===== config.mk =====
export PLATFORM = sky130hd
export DESIGN_NAME = tcg_gen
export DESIGN_NICKNAME = d
export VERILOG_FILES = /design/src/rtl/tcg_pkg.sv /design/src/rtl/tcg_fifo.sv /design/src/rtl/tcg_taint_file.sv /design/src/rtl/tcg_xlate.sv /design/src/rtl/tcg_gen.sv
export SDC_FILE = /design/constraint.sdc
export NUM_CORES = 1
export LEC_CHECK = 0
export ABC_CLOCK_PERIOD_IN_PS = 6300
export BUFFER_PORTS_ARGS = -buffer_cell sky130_fd_sc_hd__buf_2
export CAP_MARGIN = 40
export CORE_MARGIN = 1.5
export CORE_UTILIZATION = 56
export CTS_CLUSTER_DIAMETER = 150
export DETAILED_ROUTE_END_ITERATION = 10
export PLACE_DENSITY = 0.81
export SLEW_MARGIN = 10
export SYNTH_ARGS = -nofsm -noshare
export SYNTH_HDL_FRONTEND = slang
export SYNTH_SLANG_ARGS = --single-unit
export TNS_END_PERCENT = 100

===== constraint.sdc =====
create_clock -name clk -period 6.3 [get_ports clk]
set_clock_uncertainty 0.15 [all_clocks]
set_input_delay 0.945 -clock clk [delete_from_list [all_inputs] [get_ports clk]]
set_output_delay 0.945 -clock clk [all_outputs]
set_load 0.1 [all_outputs]

===== src/rtl/tcg_pkg.sv =====
package tcg_pkg;

  typedef enum logic [2:0] {
    P_NOP  = 3'd0,
    P_ALU  = 3'd1,
    P_MOV  = 3'd2,
    P_LD   = 3'd3,
    P_ST   = 3'd4,
    P_BR   = 3'd5,
    P_LDI  = 3'd6,
    P_SYS  = 3'd7
  } prim_op_e;

  typedef enum logic [2:0] {
    S_NONE = 3'd0,
    S_CPY  = 3'd1,
    S_TLD  = 3'd2,
    S_TST  = 3'd3,
    S_OR   = 3'd4,
    S_CLR  = 3'd5,
    S_CHK  = 3'd7
  } sec_op_e;

  // opcode translation table
  function automatic sec_op_e xlate_op(prim_op_e op);
    case (op)
      P_ALU:   return S_OR;
      P_MOV:   return S_CPY;
      P_LD:    return S_TLD;
      P_ST:    return S_TST;
      P_BR:    return S_CHK;
      P_LDI:   return S_CLR;
      default: return S_NONE;
    endcase
  endfunction

  // filter: does this instruction need a check entry
  function automatic logic must_gen(prim_op_e op, logic t_rd, logic t_s1,
                                    logic t_s2, logic pg);
    case (op)
      P_ALU:   return (t_s1 | t_s2) != t_rd;
      P_MOV:   return t_s1 != t_rd;
      P_LD:    return pg | t_rd;
      P_ST:    return pg | t_s2;
      P_BR:    return t_s1;
      P_LDI:   return t_rd;
      default: return 1'b0;
    endcase
  endfunction

  // does the opcode write a destination taint bit
  function automatic logic writes_rd(prim_op_e op);
    return (op == P_ALU) || (op == P_MOV) || (op == P_LD) || (op == P_LDI);
  endfunction

  // value written to taint(rd)
  function automatic logic next_taint(prim_op_e op, logic t_s1, logic t_s2,
                                      logic pg);
    case (op)
      P_ALU:   return t_s1 | t_s2;
      P_MOV:   return t_s1;
      P_LD:    return pg;
      default: return 1'b0;
    endcase
  endfunction

  function automatic logic needs_addr(prim_op_e op);
    return (op == P_LD) || (op == P_ST);
  endfunction

endpackage


===== src/rtl/tcg_fifo.sv =====
module tcg_fifo #(
  parameter int WIDTH = 18,
  parameter int DEPTH = 8
) (
  input  logic             clk,
  input  logic             rst_n,
  input  logic             push,
  input  logic [WIDTH-1:0] wdata,
  input  logic             pop,
  output logic [WIDTH-1:0] rdata,
  output logic             empty,
  output logic             full
);
  localparam int PW = $clog2(DEPTH);

  logic [WIDTH-1:0] mem [DEPTH];
  logic [PW:0]      wp;
  logic [PW:0]      rp;
  logic             do_wr;
  logic             do_rd;

  assign empty = (wp == rp);
  assign full  = (wp[PW] != rp[PW]) && (wp[PW-1:0] == rp[PW-1:0]);
  assign rdata = mem[rp[PW-1:0]];
  assign do_wr = push && !full;
  assign do_rd = pop && !empty;

  always_ff @(posedge clk) begin
    if (do_wr) mem[wp[PW-1:0]] <= wdata;
  end

  always_ff @(posedge clk or negedge rst_n) begin
    if (!rst_n) begin
      wp <= '0;
      rp <= '0;
    end else begin
      if (do_wr) wp <= wp + 1'b1;
      if (do_rd) rp <= rp + 1'b1;
    end
  end
endmodule


===== src/rtl/tcg_taint_file.sv =====
module tcg_taint_file #(
  parameter int REG_AW = 5
) (
  input  logic                     clk,
  input  logic                     rst_n,
  input  logic                     we,
  input  logic [REG_AW-1:0]        waddr,
  input  logic                     wval,
  input  logic [REG_AW-1:0]        ra_d,
  input  logic [REG_AW-1:0]        ra_1,
  input  logic [REG_AW-1:0]        ra_2,
  output logic                     t_d,
  output logic                     t_1,
  output logic                     t_2,
  output logic [(1<<REG_AW)-1:0]   vec
);
  localparam int NREG = 1 << REG_AW;

  logic [NREG-1:0] bits;
  logic [NREG-1:0] wsel;

  for (genvar i = 0; i < NREG; i++) begin : g_sel
    assign wsel[i] = we && (waddr == REG_AW'(i));
  end

  always_ff @(posedge clk or negedge rst_n) begin
    if (!rst_n) bits <= '0;
    else        bits <= (bits & ~wsel) | (wval ? wsel : '0);
  end

  assign t_d = bits[ra_d];
  assign t_1 = bits[ra_1];
  assign t_2 = bits[ra_2];
  assign vec = bits;
endmodule


===== src/rtl/tcg_xlate.sv =====
module tcg_xlate
  import tcg_pkg::*;
#(
  parameter int REG_AW = 5
) (
  input  logic [2:0]            op_raw,
  input  logic [REG_AW-1:0]     rd,
  input  logic [REG_AW-1:0]     rs1,
  input  logic [REG_AW-1:0]     rs2,
  input  logic                  t_rd,
  input  logic                  t_s1,
  input  logic                  t_s2,
  input  logic                  pg,
  output logic                  gen,
  output logic                  addr_need,
  output logic                  wr_rd,
  output logic                  wr_val,
  output logic                  is_sys,
  output logic                  is_alert,
  output logic [3+3*REG_AW-1:0] entry
);
  prim_op_e op;
  sec_op_e  sop;

  assign op        = prim_op_e'(op_raw);
  assign sop       = xlate_op(op);
  assign gen       = must_gen(op, t_rd, t_s1, t_s2, pg);
  assign addr_need = needs_addr(op);
  assign wr_rd     = writes_rd(op);
  assign wr_val    = next_taint(op, t_s1, t_s2, pg);
  assign is_sys    = (op == P_SYS);
  assign is_alert  = (op == P_BR) && t_s1;
  assign entry     = {sop, rd, rs1, rs2};
endmodule


===== src/rtl/tcg_gen.sv =====
module tcg_gen #(
  parameter int REG_AW    = 5,
  parameter int ADDR_W    = 16,
  parameter int INS_DEPTH = 8,
  parameter int ADR_DEPTH = 8
) (
  input  logic                        clk,
  input  logic                        rst_n,
  input  logic                        cm_valid,
  output logic                        cm_ready,
  input  logic [2:0]                  cm_op,
  input  logic [REG_AW-1:0]           cm_rd,
  input  logic [REG_AW-1:0]           cm_rs1,
  input  logic [REG_AW-1:0]           cm_rs2,
  input  logic [ADDR_W-1:0]           cm_addr,
  input  logic                        cm_page_taint,
  output logic                        chk_ins_valid,
  output logic [3+3*REG_AW-1:0]       chk_ins_data,
  input  logic                        chk_ins_pop,
  output logic                        chk_adr_valid,
  output logic [ADDR_W-1:0]           chk_adr_data,
  input  logic                        chk_adr_pop,
  output logic [(1<<REG_AW)-1:0]      taint_vec,
  output logic                        sec_alert
);
  localparam int ENT_W = 3 + 3 * REG_AW;

  logic             t_rd, t_s1, t_s2;
  logic             gen, addr_need, wr_rd, wr_val, is_sys, is_alert;
  logic [ENT_W-1:0] entry;
  logic             ins_empty, ins_full, adr_empty, adr_full;
  logic             accept, ins_push, adr_push, tf_we;

  tcg_taint_file #(.REG_AW(REG_AW)) u_tf (
    .clk(clk), .rst_n(rst_n), .we(tf_we), .waddr(cm_rd), .wval(wr_val),
    .ra_d(cm_rd), .ra_1(cm_rs1), .ra_2(cm_rs2),
    .t_d(t_rd), .t_1(t_s1), .t_2(t_s2), .vec(taint_vec)
  );

  tcg_xlate #(.REG_AW(REG_AW)) u_xl (
    .op_raw(cm_op), .rd(cm_rd), .rs1(cm_rs1), .rs2(cm_rs2),
    .t_rd(t_rd), .t_s1(t_s1), .t_s2(t_s2), .pg(cm_page_taint),
    .gen(gen), .addr_need(addr_need), .wr_rd(wr_rd), .wr_val(wr_val),
    .is_sys(is_sys), .is_alert(is_alert), .entry(entry)
  );

  // syscall waits for a fully drained checker queue; others need space
  assign cm_ready = is_sys ? (ins_empty && adr_empty) : (!ins_full && !adr_full);
  assign accept   = cm_valid && cm_ready;
  assign ins_push = accept && gen;
  assign adr_push = accept && gen && addr_need;
  assign tf_we    = accept && wr_rd;

  tcg_fifo #(.WIDTH(ENT_W), .DEPTH(INS_DEPTH)) u_ins_q (
    .clk(clk), .rst_n(rst_n), .push(ins_push), .wdata(entry),
    .pop(chk_ins_pop), .rdata(chk_ins_data), .empty(ins_empty), .full(ins_full)
  );

  tcg_fifo #(.WIDTH(ADDR_W), .DEPTH(ADR_DEPTH)) u_adr_q (
    .clk(clk), .rst_n(rst_n), .push(adr_push), .wdata(cm_addr),
    .pop(chk_adr_pop), .rdata(chk_adr_data), .empty(adr_empty), .full(adr_full)
  );

  assign chk_ins_valid = !ins_empty;
  assign chk_adr_valid = !adr_empty;

  always_ff @(posedge clk or negedge rst_n) begin
    if (!rst_n) sec_alert <= 1'b0;
    else        sec_alert <= accept && is_alert;
  end
endmodule


# Word level (Yosys, flattened, before mapping)
# Memories as Yosys holds them, arrays and structs flattened.
# Index checks and enable logic that the tools add are counted.
[totals] reg_bits=49 mem_bits_rw=272 in_bits=40 output_inout_bits=70 elab_cells=137 mem_count=2
[mem_list] memory="u_ins_q.mem" words=8 word_bits=18 rd=1 rd_clocked_by_memory_dff=0 write_ports=1 line_no="tcg_fifo.sv:16" source="logic [WIDTH-1:0] mem [DEPTH];"
[mem_list] memory="u_adr_q.mem" words=8 word_bits=16 rd=1 rd_clocked_by_memory_dff=0 write_ports=1 line_no="tcg_fifo.sv:16"
[op_classes] add_sub_neg=4 magnitude_cmp=3 n_eq_ne=46 muxes=15 bitwise_logic=6 reduce_logical=55
[op_table] op="5-bit == test, second input constant" count=16
[op_table] op="1-bit logical AND" count=46
[op_table] op="5-bit by 4-bit == test with 1-bit output, second input constant" count=8
[op_table] op="32-bit bitwise AND" count=1
[op_table] op="32-bit 2-to-1 mux" count=1
[op_table] op="32-bit inverter" count=1
[op_table] op="32-bit bitwise OR" count=1
[op_table] op="5-bit by 3-bit == test with 1-bit output, second input constant" count=4
[op_table] op="5-bit by 6-bit < comparator with 1-bit output, second input constant" count=3
[op_table] op="3-bit one-hot mux with 6 select lines" count=1
[op_table] op="4-bit by 1-bit adder with 4-bit output, second input constant" count=4
[op_table] op="1-bit binary-select mux with 5-bit select" count=3
[op_table] op="3-bit == test, second input constant" count=4
[op_table] op="5-bit by 2-bit == test with 1-bit output, second input constant" count=2
[op_table] op="4-bit == test" count=2
[op_table] op="1-bit 2-to-1 mux" count=8
[op_table] op="3-bit by 2-bit == test with 1-bit output, second input constant" count=2
[op_table] op="3-bit == test" count=2
[op_table] op="1-bit one-hot mux with 6 select lines" count=1
[op_table] op="5-bit by 1-bit == test with 1-bit output, second input constant" count=1
[op_table] op="5-bit logical NOT" count=1
[op_table] op="1-bit logical NOT" count=4
[op_table] op="1-bit logical OR" count=4
[op_table] op="1-bit != test" count=4
[op_table] op="other kinds (3)" count=5

# Longest topological paths before layout
# Gate-level depths: netlist (run 1).
[depth] depth_word=11 ltp_mapped=13 depth_no_buf=10

# By module
# From an unflattened synthesis (run 1), not the netlist that was laid out.
[unflattened] hier_cells=816 hier_area_um2=14347.5
[by_module_without_submodules] module="tcg_fifo (u_ins_q)" n_inst=1 cells_each=267 area_each_um2=6064.6 seq_area_each_um2=4524.3
[by_module_without_submodules] module="tcg_fifo (u_adr_q)" n_inst=1 cells_each=244 area_each_um2=5496.5 seq_area_each_um2=4043.9
[by_module_without_submodules] module="tcg_taint_file" n_inst=1 cells_each=241 area_each_um2=2373.5 seq_area_each_um2=800.8
[by_module_without_submodules] module="tcg_xlate" n_inst=1 cells_each=50 area_each_um2=324.1 seq_area_each_um2=0.0
[by_module_without_submodules] module="tcg_gen" n_inst=1 cells_each=14 area_each_um2=88.8 seq_area_each_um2=25.0

# Worst setup path after synthesis (run 1)
# OpenSTA, ideal clock, no wires.
[synth_path] path_type="input-to-reg" from="input port cm_op[1]" to="memory u_ins_q.mem[5][0], enable pin" setup_ps=440 arrival_time_ps=6112 required_ps=5710 setup_slack_ps=-402 path_stages=8 n_path_buf=2 cell_sequence="clkbuf_1 -> inv_1 -> a211oi_1 -> a211oi_1 -> and2_1 -> o21ai_1 -> buf_4 -> nor4bb_1"
[synth_via] elab_chain_cells=7 word_cells_on_any_way=14 classes_between="eq/ne: 7; mux: 4; reduce/logical: 3"
[synth_lines] element="start: declaration" line_no="tcg_gen.sv:11" source="input logic [2:0] cm_op,"
[synth_lines] element="3-bit == test" line_no="tcg_xlate.sv:31" source="assign is_sys = (op == P_SYS);"
[synth_lines] element="1-bit 2-to-1 mux" line_no="tcg_gen.sv:48" source="assign cm_ready = is_sys ? (ins_empty && adr_empty) : (!ins_full && !adr_full);"
[synth_lines] element="via cm_ready" line_no="tcg_gen.sv:10" source="output logic cm_ready,"
[synth_lines] element="1-bit logical AND" line_no="tcg_gen.sv:49" source="assign accept = cm_valid && cm_ready;"
[synth_lines] element="1-bit logical AND" line_no="tcg_gen.sv:50" source="assign ins_push = accept && gen;"
[synth_lines] element="1-bit logical AND" line_no="tcg_fifo.sv:25" source="assign do_wr = push && !full;"
[synth_lines] element="1-bit 2-to-1 mux" line_no="tcg_fifo.sv:29" source="if (do_wr) mem[wp[PW-1:0]] <= wdata;"
[synth_lines] element="1-bit 2-to-1 mux (implied by the code)" line_no="tcg_fifo.sv:29"
[synth_lines] element="end: declaration" line_no="tcg_fifo.sv:16"
# The timed path passes the listed nets, and every way through them passes these cells.

# Worst setup path after layout (run 1)
[layout_path] from="input port cm_rd[1]" to="memory u_adr_q.mem[5][15] (netlist bit), enable pin"
[layout_via] elab_chain_cells=9 word_cells_on_any_way=11 classes_between="eq/ne: 2; mux: 5; bitwise: 1; reduce/logical: 3"
[layout_lines] element="start: declaration" line_no="tcg_gen.sv:12" source="input logic [REG_AW-1:0] cm_rd,"
[layout_lines] element="1-bit binary-select mux with 5-bit select *" line_no="tcg_taint_file.sv:31" source="assign t_d = bits[ra_d];"
[layout_lines] element="1-bit 2-to-1 mux (implied by the code) *" line_no="tcg_taint_file.sv:31"
[layout_lines] element="1-bit bitwise OR (tied with other cells)" line_no="tcg_pkg.sv:43" source="P_LD: return pg | t_rd;"
[layout_lines] element="1-bit one-hot mux with 6 select lines *" line_no="tcg_pkg.sv:40" source="case (op)"
[layout_lines] element="1-bit logical AND * (2 in a row)" line_no="tcg_gen.sv:51" source="assign adr_push = accept && gen && addr_need;"
[layout_lines] element="1-bit logical AND *" line_no="tcg_fifo.sv:25"
[layout_lines] element="1-bit 2-to-1 mux *" line_no="tcg_fifo.sv:29"
[layout_lines] element="1-bit 2-to-1 mux (implied by the code) *" line_no="tcg_fifo.sv:29"
[layout_lines] element="end: declaration" line_no="tcg_fifo.sv:16"
# Mark *: on every way between the ends. The rest lies on a longest branch, timed or not. The select of a mux whose other input is x is not followed.

==> results of run 1 <==
==> through the flow <==
step / total power [uW] / hold slack [ns] / util [%] / worst slack [ns]
2_1_floorplan: 5260 / 0.310 / - / 0.654
3_3_place_gp: 5730 / 0.329 / 60.7 / 1.36
3_5_place_dp: 5790 / 0.334 / 60.9 / 1.27
4_1_cts: 7580 / 0.348 / 65.0 / 1.84
5_1_grt: 7770 / 0.358 / 65.0 / 1.58
6_report: 7530 / 0.349 / 65.0 / 1.82
==> kinds of logic after synthesis <==
group / synth area share (%)
flip-flops: 68.3
multiplexers: 20.5
AND/OR/NAND/NOR: 5.21
AO/OA/AOI/OAI: 2.58
buffers and inverters: 1.68
XOR/XNOR: 1.33
adder cells (fa/ha/maj): 0.364
==> worst register-to-register path, stage by stage, from the launching register on <==
cell	delay, ns
dfrtp_2	0.34
buf_4	0.57
xor2_1	0.19
nor3_1	0.46
a211oi_1	0.17
a211oi_2	0.28
and2_1	0.28
o221a_1	0.43
and4b_1	0.83
==> power breakdown <==
group	total, uW	internal [uW]	leakage (uW)	switching [uW]
sequential	2590	2430	0.00310	158
combinational	3160	877	0.00209	2290
clock	1780	1020	0.000476	757
total	7530	4330	0.00566	3200
==> worst min-delay path by stage <==
stage	end	slack (ns)
CTS	async pin	0.35
finish	async pin	0.35
detailed placement	u_ins_q.rp[3]$_DFFE_PN0P_	0.33
global placement	u_ins_q.rp[3]$_DFFE_PN0P_	0.33
floorplan	u_ins_q.wp[3]$_DFFE_PN0P_	0.31
global route	u_ins_q.rp[3]$_DFFE_PN0P_	0.36
==> synthesized netlist by cell type, drive strengths merged (2+ instances only) <==
master	instances
nand4	4
nor4	2
a31oi	5
nor4b	3
ha	4
o21ai	7
inv	4
a22o	3
nor3	8
nand2	39
o21a	3
xnor2	7
mux4	69
nand3	13
nand4b	2
and2	5
nand3b	2
clkbuf	20
nor2	30
and4bb	2
dfrtp	49
buf	25
nand2b	5
mux2i	42
a211oi	3
xor2	13
and4b	3
mux2	75
edfxtp	272
o2111ai	2
nor2b	8
a21oi	8
a22oi	7
==> cell type report <==
type / count / share of cell area (%)
Antenna cell: 1 / 0.0159
Tap cell: 324 / 2.58
Timing Repair Buffer: 129 / 4.55
Clock inverter: 19 / 1.11
Multi-Input combinational cell: 393 / 26.8
Sequential cell: 321 / 59.8
Inverter: 4 / 0.0955
Clock buffer: 37 / 5.08
==> registers in the layout, indices dropped and copies added, names as in the netlist, named ones only <==
| signal | flops |
|---|---|
| sec_alert | 1 |
| u_adr_q.mem | 128 |
| u_ins_q.mem | 144 |
| u_adr_q.wp | 4 |
| u_ins_q.rp | 4 |
| u_ins_q.wp | 4 |
| u_adr_q.rp | 4 |
==> per-layer routing <==
layer / GRT usage [%] / vias to the layer above / share of wire [%]
met5: 0 / - / 0.023
li1: - / 3286 / -
met2: 40.3 / 312 / 51
met1: 32.2 / 3811 / 40
met4: 8.28 / 2 / 2.9
met3: 3.09 / 59 / 6.0
==> metrics.md, run 1 <==
| Metric | Value |
|---|---|
| CTS tree | `done` |
| Worst slew margin | `41.3%` |
| Post-Synthesis Cells | `763` |
| Cell taking the most area after synthesis | `edfxtp_1` |
| Finished layout cell area | `15700 sq um` |
| Dpl cells | `1170` |
| Max VDD drop | `0.000448 V` |
| Final setup violation count | `0` |
| Startpoint types | `input pin` |
| Endpoints failing hold | `0` |
| Filler Cell Count | `1574` |
| Syn Std Cell Area | `13800 sq um` |
| H-tree Lvls | `1` |
| Yosys cell types | `61` |
| Post-CTS resize count | `0` |
| Reg2reg end | `u_adr_q.mem[5][15]$_DFFE_PP_` |
| Iter 0 DRT Violations | `582` |
| Crit path largest cell delay | `0.83 ns` |
| CP top delay family | `simple AND/OR/NAND/NOR gates` |
| Max Slew Vio Count | `0` |
| Synth top area share | `59.4%` |
| Rows | `57` |
| DIE AREA | `25500 sq um` |
| EDFF count, synth | `272` |
| Critical path origin | `cm_rd[1]` |
| CTS buffer count | `31` |
| Global route total overflow | `0` |
| #FFs+latches synth | `321` |
| CP endpoint | `u_adr_q.mem[5][15]$_DFFE_PP_` |
| # DRC | `0` |
| Crit-path slowest cell | `and4b_1` |
| Clock sink count | `321` |
| Critical setup path kind | `input pin to flop` |
| NumNets Final | `924` |
| Pleak | `0.00566 uW` |
| WP data arrival | `4.50 ns` |
| Initial Util | `56.9%` |
| Total of max-cap violations | `0` |
| HPWL Detailed | `18.4 mm` |
| Gp weighted congestion | `0.849` |
| Mean area per synthesized cell | `18.0 sq um` |
| CTS Buffer Depth | `3` |
| CP Data Required Time | `6.32 ns` |
| Worst slew pin tran | `0.880 ns` |
| # hold bufs at CTS | `0` |
| Minimum clock period | `4.48 ns` |
| Core Area | `24200 sq um` |
| R2R depth | `8` |
| Setup_tns | `0 ns` |
| Worst skew pair latency | `0.55 ns` |
| Chip height | `160 um` |
| Root buffer cell | `clkbuf_16` |
| Post-synth top flop | `edfxtp_1` |
| GRT Util Overall | `23.8%` |
| Area of the multi-input gates | `4210 sq um` |
| Critical path, cell by cell | `buf_2 > mux4_1 > nor2b_1 > a31oi_1 > a32oi_1 > nand2_1 > mux2_4 > o221ai_2 > o221a_1 > and4b_1` |
| Critical path depth in cells | `10` |
| Ys Warns | `0` |
| RSZ-0062 raised after global routing | `no` |
| Vias | `7470` |
| Via density | `6.08` |
| Ranking of synthesized cells by area | `edfxtp_1, mux4_2, dfrtp_1` |
| Net Count, Synth | `807` |
| Fmax | `223 MHz` |
| CP Capture Type | `flop` |
| Drt first pass iters | `5` |
| Post-Layout Cell Count | `1228` |
| Status | `complete, no violations` |
| Reg2reg start | `u_ins_q.rp[0]$_DFFE_PN0P_` |
| Clock transition at path regs | `0.07 ns` |
| Commonest non-fill, non-tap cell in the layout | `edfxtp_1` |
| Die X | `160 um` |
| DRT antenna net count | `0` |
| First-pass GRT wire length | `45.4 mm` |
| Share of layout cells above drive strength 1 | `37.0%` |
| Sequential standard cell area | `9400 sq um` |
| Pwr dens | `480 nW/um^2` |
| Post-route clock period utilization | `71.1%` |
| Final WL | `29.9 mm` |
| Seq/Total Area, Yosys | `68.3%` |
| Area delta synth->final | `14.2%` |
| I/O Pins | `110` |
| CP Max Fanout | `29` |
| Buf/Inv on CP | `1` |
| Postcts setup bufs | `0` |
| Number of global-route vias before repair | `7649` |
| Most frequent cells in the layout | `edfxtp_1, buf_2, mux2_2` |
| Largest net degree at the start of global routing | `50` |
| Antenna violations before repair | `1` |
| WL/cell | `24.4 um` |
| Placed cell area | `14700 sq um` |
| Worst Hold Class | `input pin to async pin` |
| Port bufs | `109` |
| R2r setup slk | `2.24 ns` |
| Ys async rst share | `15.3%` |
Power figures use the tool's default switching activity.
==> run 2: changes to the inputs <==
ABC_CLOCK_PERIOD_IN_PS = 4000   (was 6300)
CORE_UTILIZATION = 54   (was 56)
PLACE_DENSITY = 0.82   (was 0.81)
clock period = 4 ns   (was 6.3 ns; I/O delays follow)
==> metrics.md, run 2 (synthesis gave the netlist of run 1 again) <==
| Metric | Value |
|---|---|
| Chip height | `163 um (+1.8%)` |
| Max reg flops | `144 (unchanged)` |
| Worst slew margin | `46.6% (+5.3 points)` |
| CTS tree | `done` |
| WL/cell | `23.0 um (-5.7%)` |
| Max VDD drop | `0.000758 V (+69%)` |
| Initial Util | `54.8% (-2.1 points)` |
| Pleak | `0.00582 uW (+2.9%)` |
| Internal | `6820 uW (+57%)` |
| Vias | `7560 (+1.2%)` |
| HPWL Detailed | `18.9 mm (+2.8%)` |
| DIE AREA | `26400 sq um (+3.6%)` |
| # hold bufs at CTS | `1 (+1)` |
| Most frequent cells in the layout | `edfxtp_1, buf_2, mux2_2` |
| Core Area | `25100 sq um (+3.9%)` |
| Net Sw Power | `5080 uW (+59%)` |
| Worst skew pair latency | `0.57 ns (+0.02 ns)` |
| Via density | `5.99 (-1.5%)` |
| CP Capture Type | `flop` |
| RSZ-0062 raised after global routing | `no` |
| Status | `complete, no violations` |
| Critical setup path kind | `flop to flop` |
| Max Slew Vio Count | `0 (unchanged)` |
| Area of the multi-input gates | `4220 sq um (+0.33%)` |
| Global route total overflow | `0 (unchanged)` |
| Rows | `58 (+1.8%)` |
| Final setup violation count | `0 (unchanged)` |
| Die X | `163 um (+1.8%)` |
| Min Hold Slack | `0.167 ns (-0.182 ns)` |
| CTS buffer count | `31 (unchanged)` |
| CP Max Fanout | `14 (-52%)` |
| Pwr dens | `742 nW/um^2 (+55%)` |
| H-tree Lvls | `1 (unchanged)` |
| DRT antenna net count | `0 (unchanged)` |
| Share of layout cells above drive strength 1 | `38.6% (+1.7 points)` |
| Final WL | `29.0 mm (-3.1%)` |
| Share of power burned in registers | `33.7% (-0.7 points)` |
| Clock transition at path regs | `0.07 ns (about the same)` |
| CP Data Required Time | `4.12 ns (-2.20 ns)` |
| # DRC | `0 (unchanged)` |
| Gp weighted congestion | `0.900 (+6.0%)` |
| WP data arrival | `3.66 ns (-0.84 ns)` |
| Iter 0 DRT Violations | `599 (+2.9%)` |
| I/O Pins | `110 (unchanged)` |
| Port bufs | `109 (unchanged)` |
| Clock sink count | `321 (unchanged)` |
| First-pass GRT wire length | `45.0 mm (-0.97%)` |
| Fmax | `283 MHz` |
| Endpoints failing hold | `0 (unchanged)` |
| Worst slew pin tran | `0.793 ns (-0.0876 ns)` |
| Minimum clock period | `3.54 ns` |
| Worst Hold Class | `input pin to flop` |
| Area delta synth->final | `16.6%` |
| Drt first pass iters | `5 (unchanged)` |
| Switching Share | `42.7% (+0.21 points)` |
| CTS Buffer Depth | `3 (unchanged)` |
| NumNets Final | `950 (+2.8%)` |
| Root buffer cell | `clkbuf_16` |
| Sequential standard cell area | `9400 sq um (unchanged)` |
| Post-route clock period utilization | `88.4%` |
| Postcts setup bufs | `0 (unchanged)` |
| GRT Util Overall | `22.6% (-1.2 points)` |
| Dpl cells | `1202 (+2.7%)` |
| Commonest non-fill, non-tap cell in the layout | `edfxtp_1` |
| Filler Cell Count | `1705 (+8.3%)` |
| Setup_tns | `0 ns (unchanged)` |
| Comb power frac | `42.9% (+0.9 points)` |
| Antenna violations before repair | `4 (+3)` |
| Largest net degree at the start of global routing | `40 (-20%)` |
| Post-Layout Cell Count | `1262 (+2.8%)` |
| Total of max-cap violations | `0 (unchanged)` |
| Number of global-route vias before repair | `7835 (+2.4%)` |
| Post-CTS resize count | `0 (unchanged)` |
| Clock Power Share | `23.4% (-0.2 points)` |
| Startpoint types | `flop` |
[run 2: routing by layer]
| layer | vias up | wire (um) | GRT usage, % |
|---|---|---|---|
| met5 | - | 9 | 0 |
| met4 | 2 | 745 | 6.30 |
| met3 | 66 | 2080 | 4.91 |
| met2 | 306 | 14500 | 37.7 |
| met1 | 3847 | 11600 | 30.2 |
| li1 | 3339 | - | - |
[run 2: worst max-delay path, cell delays in order, from the launching register on]
cell and delay (ns):
dfrtp_1 0.44, mux4_1 0.52, nor2b_1 0.15, a31oi_1 0.19
a32oi_1 0.15, nand2_1 0.18, mux2_4 0.32, o221ai_2 0.20
o221a_1 0.41, and4b_1 0.35, buf_12 0.18
[run 2: final cells by class]
cell class | instances | share of cell area (%)
Clock inverter | 20 | 1.08
Clock buffer | 36 | 4.95
Timing Repair Buffer | 155 | 6.34
Multi-Input combinational cell | 393 | 26.3
Antenna cell | 3 | 0.0468
Tap cell | 330 | 2.57
Inverter | 4 | 0.0936
Sequential cell | 321 | 58.6
[run 2: through the flow]
stage,power [uW],worst slack [ns],utilization (%),cell area (sq um)
floorplan,8310,-0.315,-,13800
global route,12300,0.328,63.8,16000
global placement,9140,0.206,59.8,15000
CTS,12000,0.411,63.8,16000
detailed placement,9190,0.175,59.9,15100
finish,11900,0.463,63.9,16000
[run 2: power by group through the flow]
stage	combinational (uW)	sequential [uW]	clock [uW]
after detailed placement	5120	4070	0
final	5100	4010	2780
after global placement	5070	4060	0
after global routing	5320	4030	2960
after floorplan	4070	4250	0
after CTS	5150	4000	2820
[run 2: worst paths after layout]
check,start,end,slack [ns],depth (start not counted)
max,flop,u_adr_q.mem[5][14]$_DFFE_PP_,0.46,10
min,cm_addr[7],u_adr_q.mem[5][7]$_DFFE_PP_,0.17,1
max reg2reg,flop,u_adr_q.mem[5][14]$_DFFE_PP_,0.46,10
min reg2reg,u_ins_q.wp[3]$_DFFE_PN0P_,u_ins_q.wp[3]$_DFFE_PN0P_,0.34,1
max in group asynchronous,rst_n,u_ins_q.rp[0]$_DFFE_PN0P_,2.76,4
min in group asynchronous,rst_n,u_ins_q.wp[0]$_DFFE_PN0P_,0.27,2
